`src/rtl/dmacc_pkg.sv`:
```
package dmacc_pkg;
  typedef enum logic [1:0] {
    MODE_AUTO    = 2'b00,
    MODE_EXT     = 2'b01,
    MODE_PERIPH  = 2'b10,
    MODE_EXT_ALT = 2'b11
  } req_mode_e;

  localparam logic [1:0] SEL_CTRL   = 2'd0;
  localparam logic [1:0] SEL_COUNT  = 2'd1;
  localparam logic [1:0] SEL_GLOBAL = 2'd2;

  localparam int NUM_FLAGS = 3;
  localparam int FL_END    = 0;
  localparam int FL_NMI    = 1;
  localparam int FL_AERR   = 2;
endpackage

```
`src/rtl/dmacc_rc_flag.sv`:
```
// Sticky flag; cleared by writing 0 only after it was read as 1.
module dmacc_rc_flag (
  input  logic clk,
  input  logic rst_n,
  input  logic set_i,
  input  logic rd_i,
  input  logic wr_i,
  input  logic wbit_i,
  output logic flag_o
);
  logic flag_q, flag_d;
  logic seen_q, seen_d;

  always_comb begin
    flag_d = flag_q;
    seen_d = seen_q;
    if (rd_i && flag_q) seen_d = 1'b1;
    if (wr_i && !wbit_i && seen_q) begin
      flag_d = 1'b0;
      seen_d = 1'b0;
    end
    if (set_i) flag_d = 1'b1;
  end

  always_ff @(posedge clk or negedge rst_n) begin
    if (!rst_n) begin
      flag_q <= 1'b0;
      seen_q <= 1'b0;
    end else begin
      flag_q <= flag_d;
      seen_q <= seen_d;
    end
  end

  assign flag_o = flag_q;
endmodule

```
`src/rtl/dmacc_counter.sv`:
```
// Unit down-counter; a loaded zero wraps to all ones on the first unit.
module dmacc_counter #(
  parameter int CNT_W = 16
) (
  input  logic             clk,
  input  logic             rst_n,
  input  logic             load_i,
  input  logic [CNT_W-1:0] load_val_i,
  input  logic             dec_i,
  output logic [CNT_W-1:0] count_o,
  output logic             last_o
);
  localparam logic [CNT_W-1:0] ONE = {{(CNT_W-1){1'b0}}, 1'b1};

  logic [CNT_W-1:0] count_q, count_d;
  logic             dec_en;

  assign dec_en = dec_i && !load_i;
  assign last_o = dec_en && (count_q == ONE);

  always_comb begin
    count_d = count_q;
    if (load_i)      count_d = load_val_i;
    else if (dec_en) count_d = count_q - ONE;
  end

  always_ff @(posedge clk or negedge rst_n) begin
    if (!rst_n) count_q <= '0;
    else        count_q <= count_d;
  end

  assign count_o = count_q;
endmodule

```
`src/rtl/dmacc_sequencer.sv`:
```
// Active state and per-unit request generation.
module dmacc_sequencer
  import dmacc_pkg::*;
(
  input  logic      clk,
  input  logic      rst_n,
  input  logic      permit_i,
  input  logic      kill_i,
  input  logic      last_i,
  input  req_mode_e mode_i,
  input  logic      ext_req_i,
  input  logic      per_req_i,
  input  logic      unit_done_i,
  output logic      active_o,
  output logic      unit_req_o,
  output logic      accept_o
);
  logic active_q, active_d;
  logic pend_q, pend_d;
  logic is_auto, src_req;

  assign is_auto = (mode_i == MODE_AUTO);
  assign src_req = (mode_i == MODE_PERIPH) ? per_req_i : ext_req_i;

  assign unit_req_o = active_q && (is_auto || pend_q);
  assign accept_o   = unit_req_o && unit_done_i && !kill_i;

  always_comb begin
    active_d = permit_i && !kill_i && !last_i;
    pend_d   = pend_q;
    if (accept_o) pend_d = 1'b0;
    if (active_q && !is_auto && src_req) pend_d = 1'b1;
    if (!active_d) pend_d = 1'b0;
  end

  always_ff @(posedge clk or negedge rst_n) begin
    if (!rst_n) begin
      active_q <= 1'b0;
      pend_q   <= 1'b0;
    end else begin
      active_q <= active_d;
      pend_q   <= pend_d;
    end
  end

  assign active_o = active_q;
endmodule

```
`src/rtl/dma_chan_ctrl.sv`:
```
module dma_chan_ctrl
  import dmacc_pkg::*;
#(
  parameter  int CNT_W = 16,
  localparam int REG_W = (CNT_W > 4) ? CNT_W : 4
) (
  input  logic             clk,
  input  logic             rst_n,
  input  logic [1:0]       reg_sel,
  input  logic             reg_wr,
  input  logic             reg_rd,
  input  logic [REG_W-1:0] reg_wdata,
  output logic [REG_W-1:0] reg_rdata,
  input  logic             ext_req,
  input  logic             per_req,
  input  logic             nmi_evt,
  input  logic             aerr_evt,
  input  logic             unit_done,
  output logic             xfer_active,
  output logic             unit_req
);
  logic             chan_en_q, chan_en_d;
  logic             master_en_q, master_en_d;
  req_mode_e        mode_q, mode_d;
  logic             wr_ctrl, wr_count, wr_glob, rd_ctrl, rd_glob;
  logic             kill, permit, accept, last_unit;
  logic [CNT_W-1:0] count;
  logic [NUM_FLAGS-1:0] flag_v, set_v, rd_v, wr_v, wbit_v;

  assign wr_ctrl  = reg_wr && (reg_sel == SEL_CTRL);
  assign wr_count = reg_wr && (reg_sel == SEL_COUNT);
  assign wr_glob  = reg_wr && (reg_sel == SEL_GLOBAL);
  assign rd_ctrl  = reg_rd && (reg_sel == SEL_CTRL);
  assign rd_glob  = reg_rd && (reg_sel == SEL_GLOBAL);

  always_comb begin
    chan_en_d   = chan_en_q;
    mode_d      = mode_q;
    master_en_d = master_en_q;
    if (wr_ctrl) begin
      chan_en_d = reg_wdata[0];
      mode_d    = req_mode_e'(reg_wdata[3:2]);
    end
    if (wr_glob) master_en_d = reg_wdata[0];
  end

  always_ff @(posedge clk or negedge rst_n) begin
    if (!rst_n) begin
      chan_en_q   <= 1'b0;
      master_en_q <= 1'b0;
      mode_q      <= MODE_AUTO;
    end else begin
      chan_en_q   <= chan_en_d;
      master_en_q <= master_en_d;
      mode_q      <= mode_d;
    end
  end

  assign kill   = nmi_evt || aerr_evt
               || (wr_ctrl && !reg_wdata[0])
               || (wr_glob && !reg_wdata[0]);
  assign permit = chan_en_q && master_en_q && !(|flag_v);

  assign set_v  = {aerr_evt, nmi_evt, last_unit};
  assign rd_v   = {rd_glob, rd_glob, rd_ctrl};
  assign wr_v   = {wr_glob, wr_glob, wr_ctrl};
  assign wbit_v = {reg_wdata[2], reg_wdata[1], reg_wdata[1]};

  for (genvar g = 0; g < NUM_FLAGS; g++) begin : g_flag
    dmacc_rc_flag u_flag (
      .clk    (clk),
      .rst_n  (rst_n),
      .set_i  (set_v[g]),
      .rd_i   (rd_v[g]),
      .wr_i   (wr_v[g]),
      .wbit_i (wbit_v[g]),
      .flag_o (flag_v[g])
    );
  end

  dmacc_counter #(.CNT_W(CNT_W)) u_cnt (
    .clk        (clk),
    .rst_n      (rst_n),
    .load_i     (wr_count),
    .load_val_i (reg_wdata[CNT_W-1:0]),
    .dec_i      (accept),
    .count_o    (count),
    .last_o     (last_unit)
  );

  dmacc_sequencer u_seq (
    .clk         (clk),
    .rst_n       (rst_n),
    .permit_i    (permit),
    .kill_i      (kill),
    .last_i      (last_unit),
    .mode_i      (mode_q),
    .ext_req_i   (ext_req),
    .per_req_i   (per_req),
    .unit_done_i (unit_done),
    .active_o    (xfer_active),
    .unit_req_o  (unit_req),
    .accept_o    (accept)
  );

  always_comb begin
    reg_rdata = '0;
    if (reg_rd) begin
      case (reg_sel)
        SEL_CTRL:   reg_rdata = REG_W'({mode_q, flag_v[FL_END], chan_en_q});
        SEL_COUNT:  reg_rdata = REG_W'(count);
        SEL_GLOBAL: reg_rdata = REG_W'({flag_v[FL_AERR], flag_v[FL_NMI], master_en_q});
        default:    reg_rdata = '0;
      endcase
    end
  end
endmodule

```
`config.mk`:
```
export PLATFORM = sky130hd
export DESIGN_NAME = dma_chan_ctrl
export DESIGN_NICKNAME = d
export VERILOG_FILES = /design/src/rtl/dmacc_pkg.sv /design/src/rtl/dmacc_rc_flag.sv /design/src/rtl/dmacc_counter.sv /design/src/rtl/dmacc_sequencer.sv /design/src/rtl/dma_chan_ctrl.sv
export SDC_FILE = /design/constraint.sdc
export NUM_CORES = 1
export LEC_CHECK = 0
export BUFFER_PORTS_ARGS = -buffer_cell sky130_fd_sc_hd__buf_2
export CORE_UTILIZATION = 54
export DETAILED_ROUTE_END_ITERATION = 16
export GPL_ROUTABILITY_DRIVEN = 0
export PLACE_DENSITY_LB_ADDON = 0.15
export RECOVER_POWER = 100
export SLEW_MARGIN = 0
export SYNTH_ARGS = -nofsm -noshare
export SYNTH_HDL_FRONTEND = slang
export SYNTH_HIERARCHICAL = 1
export SYNTH_SLANG_ARGS = --single-unit
```
`constraint.sdc`:
```
create_clock -name clk -period 2.65 [get_ports clk]
set_clock_uncertainty 0.15 [all_clocks]
set_input_delay 0.265 -clock clk [delete_from_list [all_inputs] [get_ports clk]]
set_output_delay 0.265 -clock clk [all_outputs]
set_load 0.02 [all_outputs]
```
==> results of run 1 <==
cells in the mapped netlist, types with 3 or more instances:
library cell   n  area share
buf_4          3       0.012
o21ai_0       11       0.029
nor2_1        20       0.039
mux2i_1        7       0.037
o41a_1         4       0.024
xnor2_1        3       0.014
nand2_1       17       0.034
nand3_1        3      0.0079
and2_1        12       0.039
mux2_2         3       0.018
a21oi_1        3      0.0079
nor4_1         8       0.026
nor2b_4        3       0.022
a221o_1        5       0.026
o311ai_0       3       0.014
a31oi_1        7       0.023
dfrtp_1       28        0.37
clkbuf_1       5      0.0099
buf_6          4       0.024
inv_1          7       0.014
nor2b_1        7       0.023
or4_1          3       0.012
flip-flops by register name, indices dropped and copies added, names as in the netlist:
| register | count |
|---|---|
| chan_en_q | 1 |
| g_flag.u_flag/seen_q | 3 |
| master_en_q | 1 |
| u_cnt/count_o | 16 |
| u_seq/pend_q | 1 |
| u_seq/active_o | 1 |
| g_flag.u_flag/flag_o | 3 |
| mode_q | 2 |
cell type report:
type | instances | area [µm²]
Timing Repair Buffer | 61 | 348
Sequential cell | 28 | 701
Inverter | 8 | 30.0
Clock inverter | 1 | 30.0
Clock buffer | 3 | 22.5
Multi-Input combinational cell | 155 | 1050
Fill cell | 322 | 1120
Tap cell | 46 | 57.6
power by group:
group / internal, mW / switching [mW]
Clock: 0.153 / 0.134
Sequential: 0.484 / 0.0766
Combinational: 0.131 / 0.131
kinds of logic after synthesis:
logic type	Yosys count	synth area share
flip-flops	28	0.369
adder cells (fa/ha/maj)	2	0.0132
AND/OR/NAND/NOR	100	0.325
buffers and inverters	21	0.0639
multiplexers	11	0.0625
XOR/XNOR	3	0.0138
AO/OA/AOI/OAI	39	0.153
what timing repair did:
action | CTS | global route
endpoints found under the setup margin | 0 | 0
endpoints found under the hold margin | 35 | 2
hold buffers | 8 | 2
worst max-delay path: stages (launching register included):
cell and delay, ps:
dfrtp_1 450, nor2_1 120, o21a_1 170, and3b_1 230, or3b_1 510, o41a_1 410, a221o_1 260
routing by layer:
metal / track usage / up-vias
met4: 0.0974 / 0
met2: 0.425 / 47
met5: 0 / -
met3: 0.0273 / 6
li1: - / 847
met1: 0.321 / 779
cell usage in the layout, fill, tap and decap left out, drive strengths merged, types with 7 or more instances in the layout:
cell type,instances
nand2,17
inv,8
dlygate4sd3,10
buf,35
and2,13
a31oi,7
o21ai,11
mux2i,7
nor4,8
nor2,22
nor2b,10
dfrtp,28
clkbuf,19
how the worst max path moves through the flow:
stage | end | slack, ps | cells after the start
finish | u_cnt/count_o[13]$_DFFE_PN0P_ | 250 | 6
global route | u_seq/pend_q$_DFFE_PN0P_ | 150 | 8
CTS | u_cnt/count_o[13]$_DFFE_PN0P_ | 260 | 6
detailed placement | u_cnt/count_o[13]$_DFFE_PN0P_ | 290 | 6
global placement | u_cnt/count_o[13]$_DFFE_PN0P_ | 330 | 6
floorplan | u_seq/pend_q$_DFFE_PN0P_ | 200 | 7
per-stage QoR:
stage | setup WS, ps | instances | util | area [µm²] | power (mW)
6_report | 250 | 302 | 0.667 | 2240 | 1.11
5_1_grt | 152 | 302 | 0.667 | 2240 | 1.17
4_1_cts | 264 | 300 | 0.676 | 2270 | 1.12
3_5_place_dp | 293 | 288 | 0.636 | 2140 | 0.824
3_3_place_gp | 331 | 288 | 0.636 | 2140 | 0.822
2_1_floorplan | 196 | 204 | - | 1900 | 0.736
==> reports/summary.txt, run 1 <==
power per standard cell area: 495 nW/µm²
Peak VDD IR: 0.252 mV
post-synthesis sequential area ratio: 0.369
TritonCTS Buffers: 3
WHS: 12.9 ps
via count: 1679
ANT cells: 0
Hold Path Sink: u_cnt/count_o[8]$_DFFE_PN0P_
# nets final: 286
DRC: 0
Hold Crit Class: input pin to flop
setup_tns: 0 ps
# clock sinks: 28
Worst setup SP type: flop
clk buf depth: 2
Max-slew headroom: -0.00839
Crit. End Element: flop
Max Clk Rate: 417 MHz
largest net degree at the start of global routing: 29
Leak Pwr: 0.937 nW
ANT nets after route: 0
die height: 61.3 µm
syn_nets: 233
metal2 WL: 2.07 mm
failing checks: capacitance limit, slew limit
dpl hpwl: 3.14 mm
Die X: 61.3 µm
Port Buffers: 44
Vias/cell: 5.56
final hold viol count: 0
Initial DRC Count: 68
Hold Path Stages: 3
DR pass1 iterations: 4
top layer in use: met4
wire per inst: 14.4 µm
number of global-route vias before repair: 1456
core area: 3360 µm²
Worst R2R Setup Slack: 250 ps
status: finished with violations
Pins Over Slew Limit: 29
hold path start: reg_wdata[8]
initial antenna violation count: 0
layout cells sized above 1: 0.211
Post-synth EDFFs: 0
Worst Setup SP: mode_q[0]$_DFFE_PN0P_
CTS clk-pin slew, worst paths: 160 ps
Tmin final: 2400 ps
setup bufs post-CTS: 0
kind of critical path: flop to flop
Critical Path RT: 2740 ps
die area: 3760 µm²
Max FO, Critical Path: 9
CTS tree: yes
Starting Density: 0.565
fin crit share: 0.906
RR Endpoint: u_cnt/count_o[13]$_DFFE_PN0P_
Max-cap violations: 1
ys flop type: dfrtp_1
routed wl met3: 154 µm
gr usage total: 0.249
syn avg cell area: 9.32 µm²
unrepaired setup endpoints after global routing: no
Post-Route WL: 4.36 mm
CTS Root Cell: clkbuf_4
num ports: 45
Worst Path Arrival: 2490 ps
first-pass GRT wire length: 6.80 mm
FFs w/ async S/R, synth: 1.00
# rows: 21
Yosys Warn Count: 6
post-synthesis cell area: 1900 µm²
area grow syn2layout: 18.0%
Worst-Margin Slew: 1510 ps
post_cts resized: 0
final setup fails: 0
worst r2r src: mode_q[0]$_DFFE_PN0P_
Routed met1 length: 2.05 mm
later-pin clock latency in the skew report: 330 ps
Yosys reg bits: 28
grt ovf: 0
post-synthesis cell count: 204
R2R depth: 6
post-synth cell types: 53
H-tree depth: 1
Power figures use the tool's default switching activity.
==> run 2: changes to the inputs <==
Settings changed: CORE_UTILIZATION 54 to 52, SYNTH_HIERARCHICAL 1 to unset.
==> reports/summary.txt, run 2 <==
max reg flops: 16 (unchanged)
Worst-Margin Slew: 1570 ps (+57.5 ps)
ANT cells: 0 (unchanged)
post-synth top area cell: dfrtp_1
area grow syn2layout: 16.1%
Vias/cell: 5.65 (+1.6%)
Critical Path RT: 2750 ps (about the same)
DRC: 0 (unchanged)
initial antenna violation count: 0 (unchanged)
# rows: 20 (-4.8%)
DP Area: 1920 µm² (-10%)
RR Endpoint: u_seq.pend_q$_DFFE_PN0P_
Die X: 58.7 µm (-4.2%)
later-pin clock latency in the skew report: 340 ps (about the same)
count leader, synth: dfrtp_1
Max-slew headroom: -0.0467 (-0.0383)
power per standard cell area: 498 nW/µm² (+0.74%)
post-synth cell types: 37 (-30%)
first-pass GRT wire length: 6.58 mm (-3.3%)
CTS Root Cell: clkbuf_4
Hold Path Stages: 3 (unchanged)
final setup fails: 0 (unchanged)
CTS tree: yes
kind of critical path: flop to flop
grt ovf: 0 (unchanged)
layout cells sized above 1: 0.175 (-0.0355)
R2R depth: 5 (-1)
ranking of synthesized cells by area: dfrtp_1, xor2_1, and2_1, nor2_1, a21oi_1
H-tree depth: 1 (unchanged)
ys flop type: dfrtp_1
ANT nets after route: 0 (unchanged)
TritonCTS Buffers: 3 (unchanged)
post-synthesis sequential area ratio: 0.419 (+0.0499)
Yosys Warn Count: 0 (-6)
Tmin final: 2190 ps (-208 ps)
syn_nets: 213 (-8.6%)
dpl hpwl: 2.77 mm (-12%)
Max Clk Rate: 456 MHz (+9.5%)
Peak VDD IR: 0.231 mV (-8.6%)
post-synthesis cell area: 1670 µm² (-12%)
die height: 58.7 µm (-4.2%)
num ports: 45 (unchanged)
cell area after layout: 1940 µm² (-13%)
clk buf depth: 2 (unchanged)
post-synthesis cell count: 184 (-9.8%)
setup bufs post-CTS: 0 (unchanged)
Worst R2R Setup Slack: 460 ps (+210 ps)
DR pass1 iterations: 4 (unchanged)
wire per inst: 14.3 µm (-0.67%)
Starting Density: 0.548 (-0.0167)
Hold Crit Class: input pin to flop
Max FO, Critical Path: 8 (-1)
leading cell type in the layout, fill and taps excluded: buf_2
status: finished with violations
die area: 3450 µm² (-8.3%)
Crit. End Element: flop
Post-synth EDFFs: 0 (unchanged)
Initial DRC Count: 118 (+74%)
CTS clk-pin slew, worst paths: 150 ps (about the same)
via count: 1537 (-8.5%)
core area: 3050 µm² (-9.2%)
setup_tns: 0 ps (unchanged)
# clock sinks: 28 (unchanged)
number of global-route vias before repair: 1481 (+1.7%)
leading cell types in the layout, fill and taps excluded: buf_2, dfrtp_1, nor2_1
unrepaired setup endpoints after global routing: no
Post-Route WL: 3.90 mm (-11%)
failing checks: capacitance limit, slew limit
largest net degree at the start of global routing: 32 (+10%)
# nets final: 259 (-9.4%)
Port Buffers: 44 (unchanged)
Pins Over Slew Limit: 29 (unchanged)
Synth top cells by count: dfrtp_1, nor2_1, a21oi_1
hold path start: reg_wdata[8]
Hold Path Sink: u_cnt.count_o[8]$_DFFE_PN0P_
Yosys top cell area share: 0.419 (+0.0499)
syn avg cell area: 9.10 µm² (-2.3%)
final hold viol count: 0 (unchanged)
Worst setup SP type: flop
FFs w/ async S/R, synth: 1.00 (unchanged)
worst r2r src: u_cnt.count_o[4]$_DFFE_PN0P_
Max-cap violations: 1 (unchanged)
Yosys reg bits: 28 (unchanged)
fin crit share: 0.827 (-0.0785)
gr usage total: 0.250 (+0.00132)
Leak Pwr: 0.819 nW (-13%)
Worst Path Arrival: 2290 ps (-200 ps)
## run 2: logic make-up after synthesis
family          synth area share
flops                      0.419
mux                       0.0508
buf+inv                   0.0344
xor+xnor                  0.0785
fa+ha+maj                 0.0149
compound gates             0.100
simple gates               0.303
## run 2: worst max-delay path by stage
stage,start,to,slack (ps)
after floorplan,u_cnt.count_o[4]$_DFFE_PN0P_,u_seq.pend_q$_DFFE_PN0P_,690
after global placement,u_cnt.count_o[4]$_DFFE_PN0P_,u_seq.pend_q$_DFFE_PN0P_,590
after detailed placement,u_cnt.count_o[4]$_DFFE_PN0P_,u_seq.pend_q$_DFFE_PN0P_,530
after CTS,u_cnt.count_o[4]$_DFFE_PN0P_,u_seq.pend_q$_DFFE_PN0P_,500
after global routing,u_cnt.count_o[4]$_DFFE_PN0P_,u_seq.pend_q$_DFFE_PN0P_,330
final,u_cnt.count_o[4]$_DFFE_PN0P_,u_seq.pend_q$_DFFE_PN0P_,460
## run 2: cell type report
type | instances | area, µm²
Multi-Input combinational cell | 145 | 907
Tap cell | 44 | 55.1
Timing Repair Buffer | 49 | 246
Clock buffer | 3 | 22.5
Inverter | 3 | 11.3
Fill cell | 286 | 1110
Sequential cell | 28 | 701
## run 2: where the power goes
group	internal [mW]	total, mW	switching, mW	leakage (nW)
registers	0.486	0.562	0.0755	0.320
logic	0.104	0.223	0.119	0.485
clock network	0.0535	0.183	0.129	0.0138
total	0.644	0.968	0.324	0.819
## run 2: worst max-delay path, cell delays in order, from the launching register on
cell and delay (ps):
dfrtp_1 450, or4_1 610, nor4_4 370, nand4_1 170
and3_1 230, a21boi_1 120
## run 2: repair_timing
item / in CTS / in global routing
gates resized for setup: 0 / 0
hold buffers: 3 / 0
setup endpoints to repair: 0 / 0
endpoints found under the hold margin: 30 / 0
## run 2: metrics by stage
step	hold WS [ps]	total power [mW]	instances	utilization	setup WS (ps)
3_5_place_dp	181	0.795	266	0.630	528
2_1_floorplan	-181	0.701	184	-	687
4_1_cts	9.27	0.979	272	0.648	502
5_1_grt	13.1	1.03	272	0.636	328
6_report	15.5	0.968	272	0.636	458
3_3_place_gp	164	0.778	266	0.630	589
## run 2: routing by layer
metal	GRT usage	vias up	wire, µm
li1	-	736	-
met1	0.329	738	1670
met2	0.414	55	1940
met3	0.0286	8	209
met4	0.112	0	80
met5	0	-	0
==> run 3: changes to the inputs <==
Clock period 2.65 ns to 2.15 ns, I/O delays scaled along.
==> reports/summary.txt, run 3 (synthesized netlist as in run 2, its figures left out) <==
status: finished with violations
failing checks: hold timing
Peak VDD IR: 0.544 mV (+140%)
Tmin final: 2040 ps
DP Area: 1960 µm² (+1.8%)
Initial DRC Count: 94 (-20%)
WHS: -5.08 ps (-20.5 ps)
Max-slew headroom: 0.529 (+0.576)
grt ovf: 0 (unchanged)
Worst setup SP type: input pin
kind of critical path: input pin to flop
setup ws final: 114 ps (-344 ps)
Port Buffers: 44 (unchanged)
area grow syn2layout: 28.2%
gr usage total: 0.254 (+0.00457)
clk buf depth: 2 (unchanged)
number of global-route vias before repair: 1533 (+3.5%)
final hold viol count: 1 (+1)
ANT nets after route: 0 (unchanged)
die height: 58.7 µm (unchanged)
Hold Path Stages: 3 (unchanged)
Max stage delay cell, worst path: dlygate4sd3_1
core area: 3050 µm² (unchanged)
largest net degree at the start of global routing: 32 (unchanged)
CP cell instances: dlygate4sd3_1, buf_2, nor2_1, nor4bb_1, buf_12, nand4_1, and3_4, a21boi_1
register area: 701 µm² (unchanged)
Worst-Margin Slew: 706 ps (-864 ps)
die area: 3450 µm² (unchanged)
Crit. End Element: flop
DR pass1 iterations: 4 (unchanged)
CTS Root Cell: clkbuf_4
H-tree depth: 1 (unchanged)
Max-cap violations: 0 (-1)
later-pin clock latency in the skew report: 330 ps (about the same)
# clock sinks: 28 (unchanged)
# nets final: 277 (+6.9%)
Crit path largest cell delay: 560 ps (-50 ps)
DRC: 0 (unchanged)
Hold Crit Class: input pin to flop
layout cells sized above 1: 0.190 (+0.0148)
Worst Path Arrival: 2130 ps (-160 ps)
Critical Path RT: 2240 ps (-510 ps)
max reg flops: 16 (unchanged)
# rows: 20 (unchanged)
power per standard cell area: 588 nW/µm² (+18%)
final setup fails: 0 (unchanged)
filler cell count: 272 (-4.9%)
CTS clk-pin slew, worst paths: 150 ps (about the same)
Max Clk Rate: 491 MHz
Pwr Total: 1.26 mW (+30%)
Leak Pwr: 0.906 nW (+11%)
num ports: 45 (unchanged)
initial antenna violation count: 0 (unchanged)
ANT cells: 0 (unchanged)
dpl hpwl: 2.86 mm (+3.3%)
Vias/cell: 5.54 (-2.0%)
cell area after layout: 2150 µm² (+10%)
Post-Route WL: 4.14 mm (+6.3%)
Starting Density: 0.548 (unchanged)
worst slack, placed: 129 ps (-398 ps)
fin crit share: 0.947
CTS tree: yes
via count: 1611 (+4.8%)
Pins Over Slew Limit: 0 (-100%)
Max FO, Critical Path: 19 (+11)
Die X: 58.7 µm (unchanged)
leading cell types in the layout, fill and taps excluded: dfrtp_1, buf_2, nor2_1
first-pass GRT wire length: 6.64 mm (+0.94%)
TritonCTS Buffers: 3 (unchanged)
Multi-input gate area: 916 µm² (+0.97%)
wire per inst: 14.2 µm (-0.68%)
R2R depth: 6 (+1)
fin util: 0.703 (+0.0664)
run 3: worst paths after layout:
check / from / endpoint / slack, ps
hold / removal: reg_wdata[13] / u_cnt.count_o[13]$_DFFE_PN0P_ / -5
setup reg to reg: mode_q[0]$_DFFE_PN0N_ / u_seq.pend_q$_DFFE_PN0P_ / 120
max in group asynchronous: rst_n / master_en_q$_DFFE_PN0N_ / 1110
min in group asynchronous: rst_n / u_cnt.count_o[8]$_DFFE_PN0P_ / 290
setup / recovery: aerr_evt / u_seq.pend_q$_DFFE_PN0P_ / 110
hold reg to reg: g_flag[0].u_flag.seen_q$_DFFE_PN0P_ / g_flag[0].u_flag.seen_q$_DFFE_PN0P_ / 370
run 3: report_power, final:
part	internal (mW)	switching, mW	leakage [nW]
Combinational	0.154	0.162	0.565
Clock	0.104	0.157	0.0210
Sequential	0.600	0.0857	0.320
Total	0.857	0.404	0.906
run 3: metrics by stage:
stage / std cells / setup TNS (ps)
6_report: 291 / 0
2_1_floorplan: 184 / 0
5_1_grt: 291 / -11.4
3_3_place_gp: 269 / 0
4_1_cts: 290 / 0
3_5_place_dp: 269 / 0
run 3: what timing repair did:
item	4_1_cts	5_1_grt
setup buffers	0	1
endpoints found under the hold margin	45	0
endpoints found under the setup margin	0	4
hold buffers	17	0
gates resized for setup	0	0
run 3: layout make-up:
| type | instances | share of cell area |
|---|---|---|
| sequential | 28 | 0.327 |
| multi-input combinational | 145 | 0.427 |
| inverter | 3 | 0.00525 |
| tap | 44 | 0.0257 |
| clock buffer | 4 | 0.0169 |
| timing repair buffer | 67 | 0.199 |
run 3: worst max-delay path: cells and delay by family:
family / cells / cell delay, ps
AO/OA/AOI/OAI: 1 / 110
buffers and inverters: 3 / 940
AND/OR/NAND/NOR: 4 / 850
run 3: per-layer routing:
metal  part of all wire  global-route usage  routed length, µm  up-vias
li1                   -                   -                  -      766
met1               0.43               0.330               1760      775
met2               0.51               0.435               2100       64
met3              0.056              0.0330                232        6
met4              0.010              0.0918                 42        0
met5                  0                   0                  0        -
